## src/rtl/rotbit_unit.sv

```systemverilog
module rotbit_unit (
  input  logic       clk,
  input  logic       rst_n,
  input  logic       start,
  input  logic [1:0] grp,
  input  logic [2:0] sel,
  input  logic [7:0] opnd,
  input  logic [7:0] acc_in,
  input  logic [7:0] flg_in,
  input  logic       fast_rot,
  input  logic       nib_rot,
  output logic       done,
  output logic [7:0] result,
  output logic [7:0] acc_out,
  output logic [7:0] flg_out
);
  localparam int SF = 7, ZF = 6, YF = 5, HF = 4, XF = 3, PF = 2, NF = 1, CF = 0;

  logic [7:0] src, sh_r, bmask;
  logic [2:0] kind;
  logic       cin, sh_c;
  logic [7:0] n_res, n_acc, n_flg;

  assign cin   = flg_in[CF];
  assign src   = fast_rot ? acc_in : opnd;
  assign kind  = fast_rot ? {1'b0, sel[1:0]} : sel;
  assign bmask = 8'b1 << sel;

  always_comb begin
    case (kind)
      3'b000:  {sh_c, sh_r} = {src[7], src[6:0], src[7]};
      3'b001:  {sh_c, sh_r} = {src[0], src[0], src[7:1]};
      3'b010:  {sh_c, sh_r} = {src[7], src[6:0], cin};
      3'b011:  {sh_c, sh_r} = {src[0], cin, src[7:1]};
      3'b100:  {sh_c, sh_r} = {src[7], src[6:0], 1'b0};
      3'b101:  {sh_c, sh_r} = {src[0], src[7], src[7:1]};
      3'b110:  {sh_c, sh_r} = {src[7], src[6:0], 1'b1};
      default: {sh_c, sh_r} = {src[0], 1'b0, src[7:1]};
    endcase
  end

  always_comb begin
    n_res = opnd;
    n_acc = acc_in;
    n_flg = flg_in;
    if (nib_rot) begin
      if (!sel[0]) begin
        n_acc = {acc_in[7:4], opnd[7:4]};
        n_res = {opnd[3:0], acc_in[3:0]};
      end else begin
        n_acc = {acc_in[7:4], opnd[3:0]};
        n_res = {acc_in[3:0], opnd[7:4]};
      end
      n_flg[SF] = n_acc[7];
      n_flg[ZF] = (n_acc == 8'h00);
      n_flg[YF] = n_acc[5];
      n_flg[HF] = 1'b0;
      n_flg[XF] = n_acc[3];
      n_flg[PF] = ~^n_acc;
      n_flg[NF] = 1'b0;
    end else if (fast_rot) begin
      n_res     = sh_r;
      n_acc     = sh_r;
      n_flg[YF] = sh_r[5];
      n_flg[HF] = 1'b0;
      n_flg[XF] = sh_r[3];
      n_flg[NF] = 1'b0;
      n_flg[CF] = sh_c;
    end else begin
      case (grp)
        2'b00: begin
          n_res = sh_r;
          n_flg = {sh_r[7], sh_r == 8'h00, sh_r[5], 1'b0, sh_r[3], ~^sh_r, 1'b0, sh_c};
        end
        2'b01: begin
          n_flg[SF] = (sel == 3'd7) && opnd[7];
          n_flg[ZF] = ~|(opnd & bmask);
          n_flg[YF] = opnd[5];
          n_flg[HF] = 1'b1;
          n_flg[XF] = opnd[3];
          n_flg[PF] = ~|(opnd & bmask);
          n_flg[NF] = 1'b0;
        end
        2'b10:   n_res = opnd & ~bmask;
        default: n_res = opnd | bmask;
      endcase
    end
  end

  always_ff @(posedge clk or negedge rst_n) begin
    if (!rst_n) begin
      done    <= 1'b0;
      result  <= '0;
      acc_out <= '0;
      flg_out <= '0;
    end else begin
      done <= start;
      if (start) begin
        result  <= n_res;
        acc_out <= n_acc;
        flg_out <= n_flg;
      end
    end
  end
endmodule


```

## config.mk

```make
export PLATFORM = sky130hd
export DESIGN_NAME = rotbit_unit
export DESIGN_NICKNAME = d
export VERILOG_FILES = /design/src/rtl/rotbit_unit.sv
export SDC_FILE = /design/constraint.sdc
export NUM_CORES = 1
export LEC_CHECK = 0
export CORE_MARGIN = 3
export CORE_UTILIZATION = 45
export CTS_CLUSTER_DIAMETER = 50
export DETAILED_ROUTE_END_ITERATION = 16
export PLACE_DENSITY_LB_ADDON = 0.05
export RECOVER_POWER = 25
export SYNTH_ARGS = -nofsm -noshare
export SYNTH_HDL_FRONTEND = slang
export SYNTH_SLANG_ARGS = --single-unit
```

## constraint.sdc

```tcl
create_clock -name clk -period 0.8 [get_ports clk]
set_input_delay 0.08 -clock clk [delete_from_list [all_inputs] [get_ports clk]]
set_output_delay 0.08 -clock clk [all_outputs]
set_load 0.005 [all_outputs]
```

==> results.md <==
- STA classifies the critical path endpoint as a flip-flop.
- Summing the areas of all compound-gate instances in the mapped netlist gives 26.48% of the synthesized area.
- The areal power density over the cells is 1224 nW/um^2.
- The checks that failed: negative setup slack.
- Clock-pin slew was measured on the worst setup and hold paths at 0.09 ns.
- The number of hold buffers added after cts is 0.
- The full die area is 6179 sq um.
- The CTS tree is built.
- The simple-gate share of the synthesized area is 15.98%.
- The count of H-tree levels built during CTS is 1.
- By area, the combinational part of the netlist is dominated by compound AO/OA/AOI/OAI gates.
- The net count of the mapped netlist is 322.
- The number of remaining DRC errors is 0.
- From left edge to right edge, the die measures 78.61 microns.
- The combined global-route utilization of all metal layers is 36.95%.
- The cell area after synthesis is 2372 sq um.
- Of all flip-flops after synthesis, the portion carrying an async set or reset was 100.0%.
- The first routing iteration left 442 violations.
- At the worst endpoint, the required time is 0.97 ns.
- During synthesis, Yosys emitted a total of 0 warnings.
- The vias per cell is 6.672.
- Along the worst path, the maximum fanout reaches 3.
- The total detailed-routing wirelength is 13320 microns.
- The via count of the first global-routing pass is 3163.
- The type of origin of the critical path is an input pin.
- The worst setup path category is input pin to flip-flop.
- The effective utilization at floorplan is 48.31%.
- For met2 alone, demand over resource in global routing was 62.22%.
- The synthesized design contains 0 enable-type register cells.
- The type of the tightest min-delay check is input pin to async pin.
- The worst path arrival time is 2.16 ns.
- Measured against its own limit, the worst slew margin works out to 54.80%.
- The initial antenna violation count is 0.
- The portion of netlist area occupied by mux cells is 15.88%.
- Counting along the longest clock path gives a buffer depth of 2.
- The first global-routing pass estimated 17490 microns of wire.
- The number of synthesized register bits is 25.
- IR analysis of the VDD net gives a maximum drop of 918.8 uV.
- The run finished, with violations left.
- Detailed placement finished with a half-perimeter wire length of 7259 microns.
- The total number of vias is 3376.
- The total iterations of the first detailed-routing run is 6.
- Entering global routing, the biggest net connects 26 pins.
- The total non-filler cell area in the finished layout is 4380 sq um.
- The global routing stage identified its most utilized layer as met2.
- In this run the count of I/O pins placed on the die edge is 59.
- The number of pins with negative max-slew slack in the final report came to 0.
- Overall power consumption after layout is estimated at 5360 uW.
- The post-route netlist has 55.35% of its cells at a drive strength greater than 1.
- The post-synthesis cell count is 280.
- The average footprint of a synthesized cell is 8.472 sq um.
- The TritonCTS buffer count is 3.
- After the last flow step, the layout net total stands at 482.
- The proportion of synthesized chip area in sequential cells is 26.37%.
- The final antenna-violating net count is 0.
- The global placer's final weighted congestion is 0.9573.
- The clock period minus final worst setup slack is 1.994 ns.
- Setup violations remaining at the end of the flow were counted as 49.
- Setup repair after global routing could not meet its margin everywhere.
- The most used flip-flop cell after synthesis is sky130_fd_sc_hd__dfrtp_1.
- The count of buffers added on input and output ports is 58.
- The tool flagged a number of max-cap violations equal to 0.
- The number of rows created at floorplan is 25.
- The clock arrives with 0 ns of skew.
- The pre-CTS worst setup slack is -1.869 ns.
- The distinct cell type count of the synthesized netlist is 62.
- The library cell used most frequently in the layout, excluding fill and tap cells, is sky130_fd_sc_hd__buf_4.
- The slew of the pin with the lowest slew margin is 0.6780 ns.
- From bottom edge to top edge, the die measures 78.61 microns.
- The leakage dissipation is 0.001978 uW.
- After global routing the overflow that remains totals 0.
- The core region area is 4911 sq um.
- For met3 alone, demand over resource in global routing was 5.390%.
- The worst hold margin is 0.3026 ns.
- The cell total after placement is 478.
- The synthesized netlist devotes 4.219% of its cell area to adder and majority cells.
- The worst setup margin is -1.194 ns.
- The final count of hold timing violations is 0.
- At the later pin of the worst-skew pair, clock insertion delay measures 0.28 ns.
- 0 antenna diodes ended up in the layout.
- After detailed routing, the average wire length per cell comes to 26.32 microns.
- Static timing analysis puts the maximum clock frequency at 501.6 MHz.
- The count of non-filler cells in the finished layout is 506.
- CTS placed an instance of sky130_fd_sc_hd__clkbuf_8 at the clock tree root.
- The xor-xnor portion of the synthesized cell area is 2.215%.
- The final worst-path cycle share is 249.2%.
- Compared with the post-synthesis result, the final layout area differs by 84.65%.
- For this run, global-route usage on met1 was measured as 45.78%.
- The number of sinks driven by the clock tree is 25.
- Leaving out fill and tap cells, the most frequent cells in the layout are sky130_fd_sc_hd__buf_4, sky130_fd_sc_hd__buf_2, sky130_fd_sc_hd__buf_6.
- The instance area at placement is 3662 sq um.
metal layers:
layer	up-vias	routed length, microns
met5	-	0
met4	0	1250
met3	124	1302
met2	329	6003
met1	1577	4763
li1	1346	-
stage by stage:
step	setup TNS, ns	util (%)
after floorplan	-9.173	-
after global placement	-29.71	74.57
after detailed placement	-31.03	74.57
after CTS	-10.90	84.48
after global routing	-14.49	89.20
final	-13.38	89.20
flip-flops by register name, summed over array words and instances (netlist names):
name and flops:
acc_out 8, flg_out 8, result 8, done 1
synthesized netlist by cell type (4+ instances only):
cell type	instances	area (sq um)
sky130_fd_sc_hd__nor2_1	30	112.6
sky130_fd_sc_hd__dfrtp_1	25	625.6
sky130_fd_sc_hd__nand2_1	20	75.07
sky130_fd_sc_hd__o21ai_0	19	95.09
sky130_fd_sc_hd__inv_1	18	67.56
sky130_fd_sc_hd__a21oi_1	17	85.08
sky130_fd_sc_hd__mux2i_1	17	170.2
sky130_fd_sc_hd__mux2_2	13	146.4
sky130_fd_sc_hd__ha_1	8	100.1
sky130_fd_sc_hd__a31oi_1	7	43.79
sky130_fd_sc_hd__buf_2	6	30.03
sky130_fd_sc_hd__buf_6	5	56.30
sky130_fd_sc_hd__clkbuf_1	5	18.77
sky130_fd_sc_hd__xnor2_1	5	43.79
sky130_fd_sc_hd__nor2b_1	4	25.02
sky130_fd_sc_hd__nor3b_1	4	30.03
sky130_fd_sc_hd__o211ai_1	4	30.03
sky130_fd_sc_hd__o22ai_1	4	25.02
sky130_fd_sc_hd__o2bb2ai_1	4	35.03
timing repair:
action                                  4_1_cts  5_1_grt
buffers inserted                             21        9
endpoints found under the hold margin         0        0
gates resized for setup                     256       50
pin swaps                                    43       33
endpoints found under the setup margin       49       49
gates cloned                                  1        0
final cells by class:
class                      count  area [sq um]
multi-input combinational    216          2064
sequential                    25         625.6
clock buffer                   4         45.04
inverter                      19         73.82
tap                           67         83.83
timing repair buffer         175          1488
fill                         217         530.5
worst paths after layout:
kind	startpoint	to	slack [ns]	depth (start not counted)
hold reg to reg	flg_out[4]$_DFFE_PN0P_	flg_out[4]$_DFFE_PN0P_	0.50	1
hold / removal	rst_n	acc_out[5]$_DFFE_PN0P_	0.30	2
setup / recovery	opnd[6]	flg_out[2]$_DFFE_PN0P_	-1.19	10
max in group asynchronous	rst_n	flg_out[1]$_DFFE_PN0P_	0.07	2
min in group clk	acc_in[0]	acc_out[0]$_DFFE_PN0P_	0.34	4
setup reg to reg	result[7]$_DFFE_PN0P_	result[7]$_DFFE_PN0P_	-0.18	4
power by group:
group | leakage [uW] | internal (uW) | switching, uW | total (uW)
clock network | 0.0000228 | 358 | 434 | 793
logic | 0.00166 | 1540 | 1520 | 3060
registers | 0.000296 | 1420 | 94.3 | 1510
logic make-up after synthesis:
| kind of cell | count (synthesis) |
|---|---|
| xor gates and xnor gates | 6 |
| buffers and inverters | 39 |
| and+or+nand+nor | 78 |
| AOI/OAI and AO/OA | 91 |
| adders and majority gates | 8 |
| DFF | 25 |
| muxes | 33 |
worst max-delay path, cell delays in order:
cell and delay [ns]:
sky130_fd_sc_hd__clkdlybuf4s15_1 0.26, sky130_fd_sc_hd__mux2_4 0.37, sky130_fd_sc_hd__nor2_4 0.10, sky130_fd_sc_hd__a21oi_2 0.05
sky130_fd_sc_hd__nor2_2 0.29, sky130_fd_sc_hd__ha_4 0.29, sky130_fd_sc_hd__xnor2_4 0.14, sky130_fd_sc_hd__xnor2_2 0.16
sky130_fd_sc_hd__a2111oi_2 0.32, sky130_fd_sc_hd__o21ai_1 0.09
No activity file was read; power rests on OpenSTA's default activity.
